`src/rtl/seg_ea_pkg.sv`:
```
package seg_ea_pkg;
  localparam int MODE_W = 5;
  localparam int TERM_N = 5;

  typedef struct packed {
    logic use_disp;
    logic use_bx;
    logic use_bp;
    logic use_si;
    logic use_di;
  } ea_mode_t;

  // One request is refused when both bases or both indexes are named, or nothing is.
  function automatic logic mode_is_legal(ea_mode_t m);
    logic two_bases;
    logic two_index;
    logic empty;
    two_bases = m.use_bx & m.use_bp;
    two_index = m.use_si & m.use_di;
    empty     = (m == '0);
    return !(two_bases || two_index || empty);
  endfunction
endpackage

```
`src/rtl/seg_ea_decode.sv`:
```
module seg_ea_decode
  import seg_ea_pkg::*;
(
  input  logic [MODE_W-1:0] mode,
  output logic [TERM_N-1:0] term_sel,
  output logic              legal,
  output logic              stack_sel
);
  ea_mode_t m;

  always_comb begin
    m         = ea_mode_t'(mode);
    legal     = mode_is_legal(m);
    stack_sel = m.use_bp;
    term_sel  = {m.use_disp, m.use_bx, m.use_bp, m.use_si, m.use_di};
  end
endmodule

```
`src/rtl/seg_ea_adder.sv`:
```
module seg_ea_adder
  import seg_ea_pkg::*;
#(
  parameter int OFF_W = 16
) (
  input  logic [TERM_N-1:0] term_sel,
  input  logic [OFF_W-1:0]  t_disp,
  input  logic [OFF_W-1:0]  t_bx,
  input  logic [OFF_W-1:0]  t_bp,
  input  logic [OFF_W-1:0]  t_si,
  input  logic [OFF_W-1:0]  t_di,
  output logic [OFF_W-1:0]  sum
);
  logic [OFF_W-1:0] terms  [TERM_N];
  logic [OFF_W-1:0] masked [TERM_N];
  logic [OFF_W-1:0] partial[TERM_N+1];

  assign terms[4] = t_disp;
  assign terms[3] = t_bx;
  assign terms[2] = t_bp;
  assign terms[1] = t_si;
  assign terms[0] = t_di;
  assign partial[0] = '0;

  // Carry out of the top bit is dropped by the fixed OFF_W width.
  for (genvar g = 0; g < TERM_N; g++) begin : g_term
    assign masked[g]    = term_sel[g] ? terms[g] : '0;
    assign partial[g+1] = partial[g] + masked[g];
  end

  assign sum = partial[TERM_N];
endmodule

```
`src/rtl/seg_ea_phys.sv`:
```
module seg_ea_phys #(
  parameter int OFF_W     = 16,
  parameter int SEG_SHIFT = 4,
  parameter int PA_W      = 20
) (
  input  logic [OFF_W-1:0] seg_val,
  input  logic [OFF_W-1:0] offset,
  output logic [PA_W-1:0]  pa
);
  function automatic logic [PA_W-1:0] seg_to_pa(logic [OFF_W-1:0] s,
                                                logic [OFF_W-1:0] o);
    logic [PA_W-1:0] base;
    base = PA_W'(s) << SEG_SHIFT;
    return base + PA_W'(o);
  endfunction

  assign pa = seg_to_pa(seg_val, offset);
endmodule

```
`src/rtl/seg_ea_gen.sv`:
```
module seg_ea_gen
  import seg_ea_pkg::*;
#(
  parameter int OFF_W     = 16,
  parameter int SEG_SHIFT = 4,
  parameter int PA_W      = 20
) (
  input  logic              clk,
  input  logic              rst_n,
  input  logic              in_valid,
  input  logic [MODE_W-1:0] mode,
  input  logic [OFF_W-1:0]  bx,
  input  logic [OFF_W-1:0]  bp,
  input  logic [OFF_W-1:0]  si,
  input  logic [OFF_W-1:0]  di,
  input  logic [OFF_W-1:0]  disp,
  input  logic [OFF_W-1:0]  ds,
  input  logic [OFF_W-1:0]  ss,
  output logic              out_valid,
  output logic              err,
  output logic [OFF_W-1:0]  ea,
  output logic              seg_stack,
  output logic [PA_W-1:0]   pa
);
  // Named internal events for the checker.
  logic [TERM_N-1:0] term_sel;
  logic              term_legal;
  logic              stack_sel;
  logic [OFF_W-1:0]  ea_next;
  logic [OFF_W-1:0]  seg_next;
  logic [PA_W-1:0]   pa_next;
  logic              take_req;
  logic              refuse_req;

  seg_ea_decode u_decode (
    .mode      (mode),
    .term_sel  (term_sel),
    .legal     (term_legal),
    .stack_sel (stack_sel)
  );

  seg_ea_adder #(.OFF_W(OFF_W)) u_adder (
    .term_sel (term_sel),
    .t_disp   (disp),
    .t_bx     (bx),
    .t_bp     (bp),
    .t_si     (si),
    .t_di     (di),
    .sum      (ea_next)
  );

  assign seg_next = stack_sel ? ss : ds;

  seg_ea_phys #(.OFF_W(OFF_W), .SEG_SHIFT(SEG_SHIFT), .PA_W(PA_W)) u_phys (
    .seg_val (seg_next),
    .offset  (ea_next),
    .pa      (pa_next)
  );

  assign take_req   = in_valid &  term_legal;
  assign refuse_req = in_valid & ~term_legal;

  always_ff @(posedge clk) begin
    if (!rst_n) begin
      out_valid <= 1'b0;
      err       <= 1'b0;
      ea        <= '0;
      seg_stack <= 1'b0;
      pa        <= '0;
    end else begin
      out_valid <= take_req;
      err       <= refuse_req;
      if (take_req) begin
        ea        <= ea_next;
        seg_stack <= stack_sel;
        pa        <= pa_next;
      end
    end
  end
endmodule

```
`config.mk`:
```
export PLATFORM = sky130hd
export DESIGN_NAME = seg_ea_gen
export DESIGN_NICKNAME = d
export VERILOG_FILES = /design/src/rtl/seg_ea_pkg.sv /design/src/rtl/seg_ea_decode.sv /design/src/rtl/seg_ea_adder.sv /design/src/rtl/seg_ea_phys.sv /design/src/rtl/seg_ea_gen.sv
export SDC_FILE = /design/constraint.sdc
export NUM_CORES = 1
export LEC_CHECK = 0
export ABC_AREA = 1
export BUFFER_PORTS_ARGS = -buffer_cell sky130_fd_sc_hd__buf_4
export CORE_MARGIN = 2
export CORE_UTILIZATION = 57
export DETAILED_ROUTE_END_ITERATION = 7
export HOLD_SLACK_MARGIN = 0.12
export PLACE_DENSITY_LB_ADDON = 0.05
export SETUP_SLACK_MARGIN = 0.2
export SLEW_MARGIN = 20
export SYNTH_ARGS = -nofsm -noshare
export SYNTH_HDL_FRONTEND = slang
export SYNTH_SLANG_ARGS = --single-unit
```
`constraint.sdc`:
```
create_clock -name clk -period 12.65 [get_ports clk]
set_input_delay 1.265 -clock clk [delete_from_list [all_inputs] [get_ports clk]]
set_output_delay 1.265 -clock clk [all_outputs]
set_load 0.01 [all_outputs]
```
## Word level (Yosys, flattened, before mapping)

Cells that the tools add are included.

| operators by class | value |
|---|---|
| add/subtract/negate cells | 5 |
| muxes and demuxes | 6 |
| bitwise logic cells | 4 |
| reduce and logical (&&, ||, !) cells | 4 |

Operator list:

| operator | count |
|---|---|
| $mux 16 | 6 |
| $add 16x16->16 | 4 |
| $add 20x16->20 | 1 |
| $logic_not 5->1 | 1 |
| $and 1x1->1 | 4 |
| $logic_or 1x1->1 | 2 |
| $logic_not 1->1 | 1 |

| word-level totals | value |
|---|---|
| register bits | 39 |
| bits of input ports | 120 |
| output and inout bits | 39 |

## Logic depth before layout (Yosys ltp)

Gate-level depths: netlist (run 1).

| logic depth | value |
|---|---|
| word-level depth | 6 |
| mapped depth | 33 |

## By module

Synthesis (run 1) repeated with hierarchy kept, for this count alone.

| second synthesis, totals | value |
|---|---|
| cell total of the unflattened synthesis | 876 |
| area, all modules | 5290.1 µm² |

By module, submodules not included:

| module | times used | cells an instance | area each (µm²) | seq. area each (µm²) |
|---|---|---|---|---|
| seg_ea_adder | 1 | 400 | 2539.9 | 0.0 |
| seg_ea_gen | 1 | 292 | 1794.2 | 780.7 |
| seg_ea_phys | 1 | 168 | 872.1 | 0.0 |
| seg_ea_decode | 1 | 16 | 83.8 | 0.0 |

## Worst setup path before layout (run 1)

No wires, ideal clock.

| timing | value |
|---|---|
| kind | input port to flip-flop |
| start point | in mode[2] |
| end point | reg pa[18] |
| setup time | 0.056 ns |
| arrival time | 5.905 ns |
| slack | 6.689 ns |
| stages | 31 |
| path through | buf_4 -> buf_2 -> clkbuf_1 -> nand2_1 -> fa_1 -> fa_1 -> fa_1 -> inv_1 -> ha_1 -> inv_1 -> fa_1 -> inv_1 -> nand3_1 -> nand3_1 -> xor2_1 -> fa_1 -> nand3_1 -> nand2_1 -> inv_1 -> o21a_1 -> nor2_1 -> nand3_1 -> nand2_1 -> nand2_1 -> nand2_2 -> nand2_2 -> nand2_2 -> nand3_2 -> nand3_2 -> nand2_1 -> inv_1 |

| on the way | value |
|---|---|
| word-level cells in the longest chain between the ends | 5 |
| elaborated cells on any way between the ends | 12 |
| those cells by class | add/sub: 4; mux: 2; bitwise: 2; reduce/logical: 4 |

Ends and longest elaborated chain:

| what | line | source |
|---|---|---|
| start: declaration | seg_ea_gen.sv:11 | `input logic [MODE_W-1:0] mode,` |
| $mux 16 | seg_ea_adder.sv:27 | `assign masked[g] = term_sel[g] ? terms[g] : '0;` |
| $add 16x16->16 (3 in series) | seg_ea_adder.sv:28 | `assign partial[g+1] = partial[g] + masked[g];` |
| via ea_next[5] | seg_ea_gen.sv:29 | `logic [OFF_W-1:0] ea_next;` |
| $add 20x16->20 | seg_ea_phys.sv:14 | `return base + PA_W'(o);` |
| end signal: assignment | seg_ea_gen.sv:76 | `pa <= pa_next;` |
| end: declaration | seg_ea_gen.sv:23 | `output logic [PA_W-1:0] pa` |

The timed path passes the listed nets, and every way through them passes these cells.
A chain may end at the register's enable or synchronous reset.

## Final worst setup path (run 1)

Same ends and word-level chain as after synthesis.

==> parameters.txt, run 1 <==
Parameter                              Value

Cells and area
  Commonest non-fill, non-tap cells in the layout    sky130_fd_sc_hd__nand2_1, sky130_fd_sc_hd__inv_1, sky130_fd_sc_hd__buf_4, sky130_fd_sc_hd__fa_1, sky130_fd_sc_hd__dfxtp_1
  Final Instance Area    6060 sq um
  Area Growth Syn to Fin    26.6%
  Most common library cell in the layout ignoring fill and taps    sky130_fd_sc_hd__nand2_1
  Final #Nets    1051
  Fraction of layout cells with a size suffix above 1    25.0%
  Count of filler cells inserted in the layout    684
  Antenna cell count    0
  Number of non-filler instances in the completed layout    964

Clocking
  Post-CTS Repair Setup Buffers    0
  Hold buffer count at CTS    0
  Clock-pin slew of the registers on the worst-case setup and hold paths    0.07 ns
  Clock latency at the later pin of the worst-skew pair    0.29 ns
  Post-cts resize count    0
  Clock Tree Buf Depth    2
  Clock sinks    35
  Clock tree from TritonCTS    built
  Inserted Clock Buffers    5
  CTS H-tree depth    2
  Root buffer cell    sky130_fd_sc_hd__clkbuf_8

Worst setup path
  Critical register-to-register path endpoint    ea[15]$_SDFFE_PN0P_
  CP Data Required Time    12.89 ns
  Internal reg-to-reg setup slack    11.89 ns
  Number of cell instances on the worst register-to-register path    3
  Dominant delay contributor by cell family on the critical path    adder cells
  Cell with the largest stage delay on the worst path    sky130_fd_sc_hd__fa_1
  Crit Reg-Reg Startpoint    ea[15]$_SDFFE_PN0P_
  Buffer and inverter count on the worst path    6
  Startpoint types    primary input
  Crit path largest cell delay    0.53 ns
  Setup crit end kind    register
  Maximum net fanout on the critical path    37
  Arrival time at the worst endpoint    6.20 ns
  Crit Path Category    in -> reg

STA
  Period Utilization, post-route    47.1%
  WHS    0.471 ns
  Final count of pins violating max slew    0
  Smallest setup slack after layout    6.70 ns
  Worst slew slack as a fraction of its limit    68.4%
  Unrepaired setup endpoints after global routing    false
  Fin Clk Skew    0 ns
  Max frequency    0.168 GHz
  Final Critical Period    5.95 ns
  Hold Fails Final Rpt    0
  Final count of negative-setup-slack endpoints    0
  Setup TNS    0 ns
  Worst Max-Slew Pin Slew    0.473 ns

Run status
  Outcome    completed

Placed design
  Detailed Place HPWL    9.33 mm
  Cell Count Post-Placement    957
  Port bufs    158
  Worst slack at placement    6.44 ns
  Total placed instance area    5970 sq um
  Final weighted congestion of routability-driven global placement    0.882

Synthesis
  Synth Warn #    0
  Avg Synthesized Cell Area    6.66 sq um
  Number of nets in the synthesized netlist    910
  Sequential-to-total area share from yosys stat    14.6%
  Count of cell types in the netlist    41
  Combined area of all synthesized cells    4780 sq um
  Synthesis-stage register bit count    35
  Synthesized instance count    718

Floorplanning
  I/O pin count    159
  Starting Density    58.5%
  Floorplan core area    8180 sq um
  DIE WIDTH    95.6 um
  Die outline area    9140 sq um
  Number of rows created at floorplan    33
  Die height    95.6 um

Route
  Wire length per cell    11.4 um
  Violation count after the first detailed-routing iteration    104
  Vias/cell    4.78
  Overall routed net length    11.0 mm
  Via total after detailed routing    4606
  Detailed-route DRC error count    0
  First-pass iteration count of the detailed router    4
  Number of nets with antenna violations after detailed routing    0

GRT
  First-pass GRT wire length    18.3 mm
  Global-route usage over all layers    24.9%
  Total congestion overflow after global routing    0
  Number of antenna violations at the first check in global routing    0
  Pin count of the biggest net entering global routing    38
  Number of global-route vias before repair    4306

Min path
  Startpoint of the lowest-slack hold path    pa[15]$_SDFFE_PN0P_
  Hold Path Depth    2
  Worst Hold Path EP    pa[15]$_SDFFE_PN0P_
  Path category of the worst min-delay check    reg -> reg

Power and ir drop
  Peak supply drop    0.0612 mV
  Leakage    3.76 nW
  Pwr per Cell Area    151 nW/um^2

Flow run
  Max Cap Violations    0
layout make-up:
type	instances	area, sq um	area share [%]
repair buffers	159	1190	19.7
clock buffers	6	82.6	1.36
inverters	173	653	10.8
well taps	105	131	2.17
clock inverters	1	5.00	0.0826
flip-flops and latches	35	701	11.6
multi-input cells	485	3290	54.3
report_power, final:
part | switching, W | internal, W
registers | 0.0000108 | 0.000130
logic | 0.000414 | 0.000279
clock network | 0.0000394 | 0.0000427
total | 0.000464 | 0.000452
sequential cells by signal, summed over array words and instances, names as in the netlist:
name and count:
ea 16, err 1, out_valid 1, pa 16, seg_stack 1
per-layer routing:
metal,part of all wire [%],GRT usage (%)
met4,1.6,6.67
met3,5.0,2.29
met1,44,31.5
met5,0,0
met2,49,45.2
synth_stat cells, drive strengths merged:
cell type / count / area (sq um)
o21bai: 4 / 30.0
nor3: 2 / 10.0
clkbuf: 10 / 37.5
dfxtp: 35 / 701
clkinv: 1 / 5.00
inv: 172 / 648
nand3b: 2 / 15.0
o21a: 3 / 22.5
nand3: 31 / 205
a21oi: 28 / 148
o2bb2ai: 1 / 8.76
buf: 15 / 101
or3: 1 / 11.3
a21o: 1 / 7.51
a22oi: 2 / 15.0
a31oi: 3 / 18.8
ha: 27 / 338
o221ai: 2 / 17.5
fa: 45 / 901
or2: 4 / 25.0
o211ai: 1 / 7.51
nand2: 234 / 933
o311ai: 1 / 26.3
o21ai: 29 / 153
xor2: 11 / 96.3
nor2: 33 / 141
xnor2: 12 / 105
nand4: 8 / 56.3
stage by stage:
stage	power, W	util, %
floorplan	0.000659	-
global placement	0.000813	73.0
detailed placement	0.000829	73.0
CTS	0.000915	74.1
global route	0.00102	74.1
finish	0.000916	74.1
worst min-delay path, stage by stage (launching register included):
cell	delay, ns
sky130_fd_sc_hd__dfxtp_1	0.32
sky130_fd_sc_hd__nand2_1	0.05
sky130_fd_sc_hd__a21oi_1	0.05
kinds of logic after synthesis:
logic type / count (synthesis) / synth area share (%)
AOI/OAI and AO/OA: 75 / 9.49
xor gates and xnor gates: 23 / 4.21
adders and majority gates: 72 / 25.9
buffers and inverters: 198 / 16.6
DFF: 35 / 14.6
and+or+nand+nor: 315 / 29.2
worst max-delay path by stage:
stage,start,to,slack [ns],depth (start not counted)
5_1_grt,mode[2],pa[14]$_SDFFE_PN0P_,6.27,25
2_1_floorplan,mode[2],pa[18]$_SDFFE_PN0P_,6.69,31
3_3_place_gp,mode[2],pa[18]$_SDFFE_PN0P_,6.57,29
6_report,mode[2],pa[18]$_SDFFE_PN0P_,6.70,29
4_1_cts,mode[2],pa[18]$_SDFFE_PN0P_,6.72,29
3_5_place_dp,mode[2],pa[18]$_SDFFE_PN0P_,6.44,29
Power figures use the tool's default switching activity.
==> run 2, diff against run 1 <==
- CORE_UTILIZATION: 57 -> 53
- clock period: 12.65 -> 5.94 ns (I/O delays scaled with it)
==> parameters.txt, run 2 (synthesized netlist as in run 1, its figures left out) <==
Parameter                              Value

Run status
  Outcome    completed (unchanged)

Worst setup path
  CP Data Required Time    6.17 ns (was 12.89 ns)
  Arrival time at the worst endpoint    5.42 ns (was 6.20 ns)
  Critical register-to-register path endpoint    ea[15]$_SDFFE_PN0P_ (unchanged)
  Setup crit end kind    register (unchanged)
  Maximum net fanout on the critical path    16 (was 37)
  Number of cell instances on the worst register-to-register path    3 (unchanged)
  Cell with the largest stage delay on the worst path    sky130_fd_sc_hd__fa_1 (unchanged)
  Crit Path Category    in -> reg (unchanged)
  Internal reg-to-reg setup slack    5.17 ns (was 11.89 ns)
  Launching instance or port of the critical path    mode[2] (unchanged)
  Crit Reg-Reg Startpoint    ea[15]$_SDFFE_PN0P_ (unchanged)
  Crit path largest cell delay    0.54 ns (was 0.53 ns)
  Startpoint types    primary input (unchanged)
  Cell repeated most along the worst path    sky130_fd_sc_hd__inv_1

Cells and area
  Fraction of layout cells with a size suffix above 1    25.2% (was 25.0%)
  Largest registers in the final layout    ea (16), pa (16) (unchanged)
  Multi-input combinational cell area    3290 sq um (unchanged)
  Area Growth Syn to Fin    27.5% (was 26.6%)
  Count of filler cells inserted in the layout    742 (was 684)
  Most common library cell in the layout ignoring fill and taps    sky130_fd_sc_hd__nand2_1 (unchanged)
  Sequential cell area    701 sq um (unchanged)
  Final #Nets    1052 (was 1051)
  Final Instance Area    6100 sq um (was 6060 sq um)
  Antenna cell count    0 (unchanged)
  Commonest non-fill, non-tap cells in the layout    sky130_fd_sc_hd__nand2_1, sky130_fd_sc_hd__inv_1, sky130_fd_sc_hd__buf_4, sky130_fd_sc_hd__fa_1, sky130_fd_sc_hd__dfxtp_1 (unchanged)

Clocking
  Clock Tree Buf Depth    2 (unchanged)
  Clock-pin slew of the registers on the worst-case setup and hold paths    0.07 ns (about the same)
  Inserted Clock Buffers    5 (unchanged)
  Clock sinks    35 (unchanged)
  Clock latency at the later pin of the worst-skew pair    0.28 ns (was 0.29 ns)
  Hold buffer count at CTS    0 (unchanged)
  Root buffer cell    sky130_fd_sc_hd__clkbuf_8 (unchanged)
  Post-CTS Repair Setup Buffers    0 (unchanged)
  Clock tree from TritonCTS    built (unchanged)
  Post-cts resize count    0 (unchanged)
  CTS H-tree depth    2 (unchanged)

Power and ir drop
  Overall Power    0.00201 W (was 0.000916 W)
  Pwr per Cell Area    330 nW/um^2 (was 151 nW/um^2)
  Leakage    3.78 nW (was 3.76 nW)
  Peak supply drop    0.139 mV (was 0.0612 mV)

STA
  Worst slew slack as a fraction of its limit    65.8% (was 68.4%)
  Final count of negative-setup-slack endpoints    0 (unchanged)
  Hold Fails Final Rpt    0 (unchanged)
  Unrepaired setup endpoints after global routing    false (unchanged)
  Setup TNS    0 ns (unchanged)
  Final count of pins violating max slew    0 (unchanged)
  Max frequency    0.193 GHz
  Fin Clk Skew    0 ns (unchanged)
  Period Utilization, post-route    87.3%
  Final Critical Period    5.18 ns
  WHS    0.455 ns (was 0.471 ns)
  Worst Max-Slew Pin Slew    0.508 ns (was 0.473 ns)

Floorplanning
  Floorplan core area    8720 sq um (was 8180 sq um)
  Number of rows created at floorplan    34 (was 33)
  DIE WIDTH    99.0 um (was 95.6 um)
  I/O pin count    159 (unchanged)
  Die outline area    9800 sq um (was 9140 sq um)
  Die height    99.0 um (was 95.6 um)
  Starting Density    54.9% (was 58.5%)

Route
  Detailed-route DRC error count    0 (unchanged)
  Number of nets with antenna violations after detailed routing    0 (unchanged)
  Vias/cell    4.86 (was 4.78)
  Routed wl met3    651 um (was 546 um)
  Via total after detailed routing    4708 (was 4606)
  Highest metal layer with signal wires    met4 (unchanged)
  Overall routed net length    11.7 mm (was 11.0 mm)
  First-pass iteration count of the detailed router    4 (unchanged)
  Routed met1 length    4.98 mm (was 4.90 mm)
  Met2 Wirelength    5.80 mm (was 5.40 mm)
  Wire length per cell    12.0 um (was 11.4 um)
  Violation count after the first detailed-routing iteration    146 (was 104)

Min path
  Startpoint of the lowest-slack hold path    pa[15]$_SDFFE_PN0P_ (unchanged)
  Hold Path Depth    2 (unchanged)
  Path category of the worst min-delay check    reg -> reg (unchanged)
  Worst Hold Path EP    pa[15]$_SDFFE_PN0P_ (unchanged)

Flow run
  Max Cap Violations    0 (unchanged)

Placed design
  Detailed Place HPWL    9.78 mm (was 9.33 mm)
  Total placed instance area    5980 sq um (was 5970 sq um)
  Port bufs    158 (unchanged)
  Final weighted congestion of routability-driven global placement    0.865 (was 0.882)

GRT
  Number of antenna violations at the first check in global routing    0 (unchanged)
  First-pass GRT wire length    19.7 mm (was 18.3 mm)
  Number of global-route vias before repair    4611 (was 4306)
  Global-route usage over all layers    24.0% (was 24.9%)
  Total congestion overflow after global routing    0 (unchanged)
  Pin count of the biggest net entering global routing    35 (was 38)
-- run 2: through the flow --
stage          std cells  worst slack [ns]  utilization (%)
3_5_place_dp         961             0.541             68.6
6_report             969             0.756             69.9
2_1_floorplan        718             0.650                -
5_1_grt              969             0.354             69.9
3_3_place_gp         961             0.723             68.6
4_1_cts              969             0.774             69.9
-- run 2: layer usage --
layer	up-vias	track usage, %
met5	-	0
met4	0	7.38
met3	16	2.27
met2	144	43.3
met1	2126	30.1
li1	2422	-
-- run 2: worst max path at each step --
stage | end | slack, ns | cells past startpoint
4_1_cts | pa[18]$_SDFFE_PN0P_ | 0.77 | 31
2_1_floorplan | pa[18]$_SDFFE_PN0P_ | 0.65 | 31
6_report | pa[18]$_SDFFE_PN0P_ | 0.76 | 31
3_3_place_gp | pa[18]$_SDFFE_PN0P_ | 0.72 | 28
3_5_place_dp | pa[18]$_SDFFE_PN0P_ | 0.54 | 31
5_1_grt | pa[16]$_SDFFE_PN0P_ | 0.35 | 29
-- run 2: where the power goes --
part	switching, W	internal, W	total, W	leakage [nW]
Combinational	0.000893	0.000597	0.00149	3.43
Clock	0.0000876	0.000136	0.000223	0.0612
Sequential	0.0000232	0.000277	0.000300	0.289
Total	0.00100	0.00101	0.00201	3.78
-- run 2: area by class of cell --
cell class / instances / share of cell area, %
repair buffers: 160 / 19.7
multi-input cells: 485 / 54.0
clock buffers: 6 / 1.35
flip-flops and latches: 35 / 11.5
clock inverters: 2 / 0.574
inverters: 173 / 10.7
well taps: 108 / 2.22
-- run 2: critical path, delay by kind of cell --
kind / cells / cell delay [ns]
compound gates: 1 / 0.18
xor+xnor: 1 / 0.39
fa+ha+maj: 6 / 2.36
buf+inv: 8 / 0.63
simple gates: 15 / 1.25
==> run 3, diff against run 2 <==
- BUFFER_PORTS_ARGS: -buffer_cell sky130_fd_sc_hd__buf_4 -> unset
- CORE_UTILIZATION: 53 -> 66
- DONT_BUFFER_PORTS: unset -> 1
==> parameters.txt, run 3 (synthesized netlist as in run 1, its figures left out) <==
Parameter                              Value

Power and ir drop
  Pint    0.000864 W (was 0.00101 W)
  Leakage    2.98 nW (was 3.78 nW)
  Power share of the sequential group    18.0% (was 14.9%)
  Comb power frac    72.5% (was 74.0%)
  Part of the total power dissipated in the clock network    9.5% (was 11.1%)
  Switch share    52.3% (was 49.8%)
  Pwr per Cell Area    372 nW/um^2 (was 330 nW/um^2)
  Power spent charging and discharging nets    0.000948 W (was 0.00100 W)
  Peak supply drop    0.137 mV (was 0.139 mV)

Cells and area
  Count of filler cells inserted in the layout    654 (was 742)
  Multi-input combinational cell area    3290 sq um (unchanged)
  Final #Nets    893 (was 1052)
  Most common library cell in the layout ignoring fill and taps    sky130_fd_sc_hd__nand2_1 (unchanged)
  Largest registers in the final layout    ea (16), pa (16) (unchanged)
  Sequential cell area    701 sq um (unchanged)
  Area Growth Syn to Fin    1.67% (was 27.5%)
  Antenna cell count    0 (unchanged)
  Fraction of layout cells with a size suffix above 1    8.13% (was 25.2%)
  Commonest non-fill, non-tap cells in the layout    sky130_fd_sc_hd__nand2_1, sky130_fd_sc_hd__inv_1, sky130_fd_sc_hd__fa_1, sky130_fd_sc_hd__dfxtp_1, sky130_fd_sc_hd__ha_1 (was sky130_fd_sc_hd__nand2_1, sky130_fd_sc_hd__inv_1, sky130_fd_sc_hd__buf_4, sky130_fd_sc_hd__fa_1, sky130_fd_sc_hd__dfxtp_1)
  Final Instance Area    4860 sq um (was 6100 sq um)

STA
  Max frequency    0.197 GHz (was 0.193 GHz)
  Period Utilization, post-route    85.4% (was 87.3%)
  Unrepaired setup endpoints after global routing    false (unchanged)
  Worst slew slack as a fraction of its limit    62.1% (was 65.8%)
  Smallest setup slack after layout    0.868 ns (was 0.756 ns)
  Final count of negative-setup-slack endpoints    0 (unchanged)
  Fin Clk Skew    0 ns (unchanged)
  Final Critical Period    5.07 ns (was 5.18 ns)
  Hold Fails Final Rpt    0 (unchanged)
  Final count of pins violating max slew    0 (unchanged)
  Worst Max-Slew Pin Slew    0.566 ns (was 0.508 ns)
  Setup TNS    0 ns (unchanged)

Placed design
  Port bufs    0 (was 158)
  Total placed instance area    4780 sq um (was 5980 sq um)
  Detailed Place HPWL    8.67 mm (was 9.78 mm)
  Final weighted congestion of routability-driven global placement    0.857 (was 0.865)
  Worst slack at placement    0.625 ns (was 0.541 ns)

Clocking
  Post-CTS Repair Setup Buffers    0 (unchanged)
  Clock sinks    35 (unchanged)
  Clock-pin slew of the registers on the worst-case setup and hold paths    0.07 ns (about the same)
  Hold buffer count at CTS    0 (unchanged)
  Clock Tree Buf Depth    2 (unchanged)
  Clock tree from TritonCTS    built (unchanged)
  Inserted Clock Buffers    5 (unchanged)
  Root buffer cell    sky130_fd_sc_hd__clkbuf_8 (unchanged)
  CTS H-tree depth    2 (unchanged)
  Clock latency at the later pin of the worst-skew pair    0.29 ns (was 0.28 ns)
  Post-cts resize count    0 (unchanged)

Floorplanning
  Number of rows created at floorplan    31 (was 34)
  Die outline area    7950 sq um (was 9800 sq um)
  DIE WIDTH    89.1 um (was 99.0 um)
  Starting Density    67.0% (was 54.9%)
  I/O pin count    159 (unchanged)
  Die height    89.1 um (was 99.0 um)
  Floorplan core area    7140 sq um (was 8720 sq um)

Worst setup path
  Arrival time at the worst endpoint    5.31 ns (was 5.42 ns)
  CP Data Required Time    6.18 ns (was 6.17 ns)
  Startpoint types    primary input (unchanged)
  Cell with the largest stage delay on the worst path    sky130_fd_sc_hd__fa_1 (unchanged)
  Internal reg-to-reg setup slack    5.16 ns (was 5.17 ns)
  Maximum net fanout on the critical path    37 (was 16)
  Cell repeated most along the worst path    sky130_fd_sc_hd__inv_1 (unchanged)
  Critical register-to-register path endpoint    ea[3]$_SDFFE_PN0P_ (was ea[15]$_SDFFE_PN0P_)
  Crit Reg-Reg Startpoint    ea[3]$_SDFFE_PN0P_ (was ea[15]$_SDFFE_PN0P_)
  Setup crit end kind    register (unchanged)
  Crit Path Category    in -> reg (unchanged)
  Crit path largest cell delay    0.54 ns (about the same)
  Number of cell instances on the worst register-to-register path    2 (was 3)

Route
  Overall routed net length    10.5 mm (was 11.7 mm)
  Violation count after the first detailed-routing iteration    134 (was 146)
  Detailed-route DRC error count    0 (unchanged)
  Vias/cell    5.20 (was 4.86)
  First-pass iteration count of the detailed router    4 (unchanged)
  Wire length per cell    13.1 um (was 12.0 um)
  Via total after detailed routing    4158 (was 4708)
  Number of nets with antenna violations after detailed routing    0 (unchanged)

Flow run
  Max Cap Violations    0 (unchanged)

GRT
  Pin count of the biggest net entering global routing    38 (was 35)
  Number of antenna violations at the first check in global routing    0 (unchanged)
  Global-route usage over all layers    27.0% (was 24.0%)
  First-pass GRT wire length    17.0 mm (was 19.7 mm)
  Total congestion overflow after global routing    0 (unchanged)
  Number of global-route vias before repair    3904 (was 4611)

Min path
  Path category of the worst min-delay check    in -> reg (was reg -> reg)
  Worst Hold Path EP    err$_SDFF_PN0_ (was pa[15]$_SDFFE_PN0P_)
  Startpoint of the lowest-slack hold path    in_valid (was pa[15]$_SDFFE_PN0P_)
  Hold Path Depth    2 (unchanged)

Run status
  Outcome    completed (unchanged)
==> run 3: worst max path at each step <==
| stage | from | end | slack (ns) | cells past startpoint |
|---|---|---|---|---|
| after floorplan | mode[2] | pa[18]$_SDFFE_PN0P_ | 0.65 | 31 |
| after global placement | mode[2] | pa[18]$_SDFFE_PN0P_ | 0.66 | 27 |
| after detailed placement | mode[2] | pa[18]$_SDFFE_PN0P_ | 0.63 | 30 |
| after CTS | mode[2] | pa[18]$_SDFFE_PN0P_ | 0.89 | 30 |
| after global routing | mode[2] | pa[18]$_SDFFE_PN0P_ | 0.52 | 30 |
| final | mode[2] | pa[18]$_SDFFE_PN0P_ | 0.87 | 30 |
==> run 3: power groups by stage <==
stage               Clock (W)  Sequential (W)  Combinational [W]
floorplan                   0        0.000321            0.00108
global placement            0        0.000332            0.00128
detailed placement          0        0.000333            0.00130
CTS                  0.000174        0.000328            0.00131
global route         0.000179        0.000335            0.00150
finish               0.000172        0.000327            0.00131
==> run 3: worst max-delay path, delay by kind of cell <==
family,cells,cell delay (ns)
fa+ha+maj,6,2.39
xor+xnor,1,0.49
buf+inv,7,0.44
simple gates,15,1.23
compound gates,1,0.18
==> run 3: area by class of cell <==
cell class | count | area share, %
Clock buffer | 6 | 1.70
Clock inverter | 1 | 0.103
Inverter | 173 | 13.4
Multi-Input combinational cell | 485 | 67.7
Sequential cell | 35 | 14.4
Tap cell | 99 | 2.55
Timing Repair Buffer | 1 | 0.154
==> run 3: layer usage <==
layer | track usage (%) | wire (um)
met3 | 3.14 | 582
met5 | 0 | 0
met2 | 48.6 | 5090
met1 | 34.4 | 4640
met4 | 7.06 | 137
==> run 3: metrics by stage <==
stage / instances / power (W) / hold slack [ns] / utilization, %
2_1_floorplan: 718 / 0.00140 / 0.479 / -
3_3_place_gp: 793 / 0.00161 / 0.495 / 66.9
3_5_place_dp: 793 / 0.00163 / 0.500 / 66.9
4_1_cts: 800 / 0.00181 / 0.437 / 68.2
5_1_grt: 800 / 0.00202 / 0.439 / 68.2
6_report: 800 / 0.00181 / 0.443 / 68.2
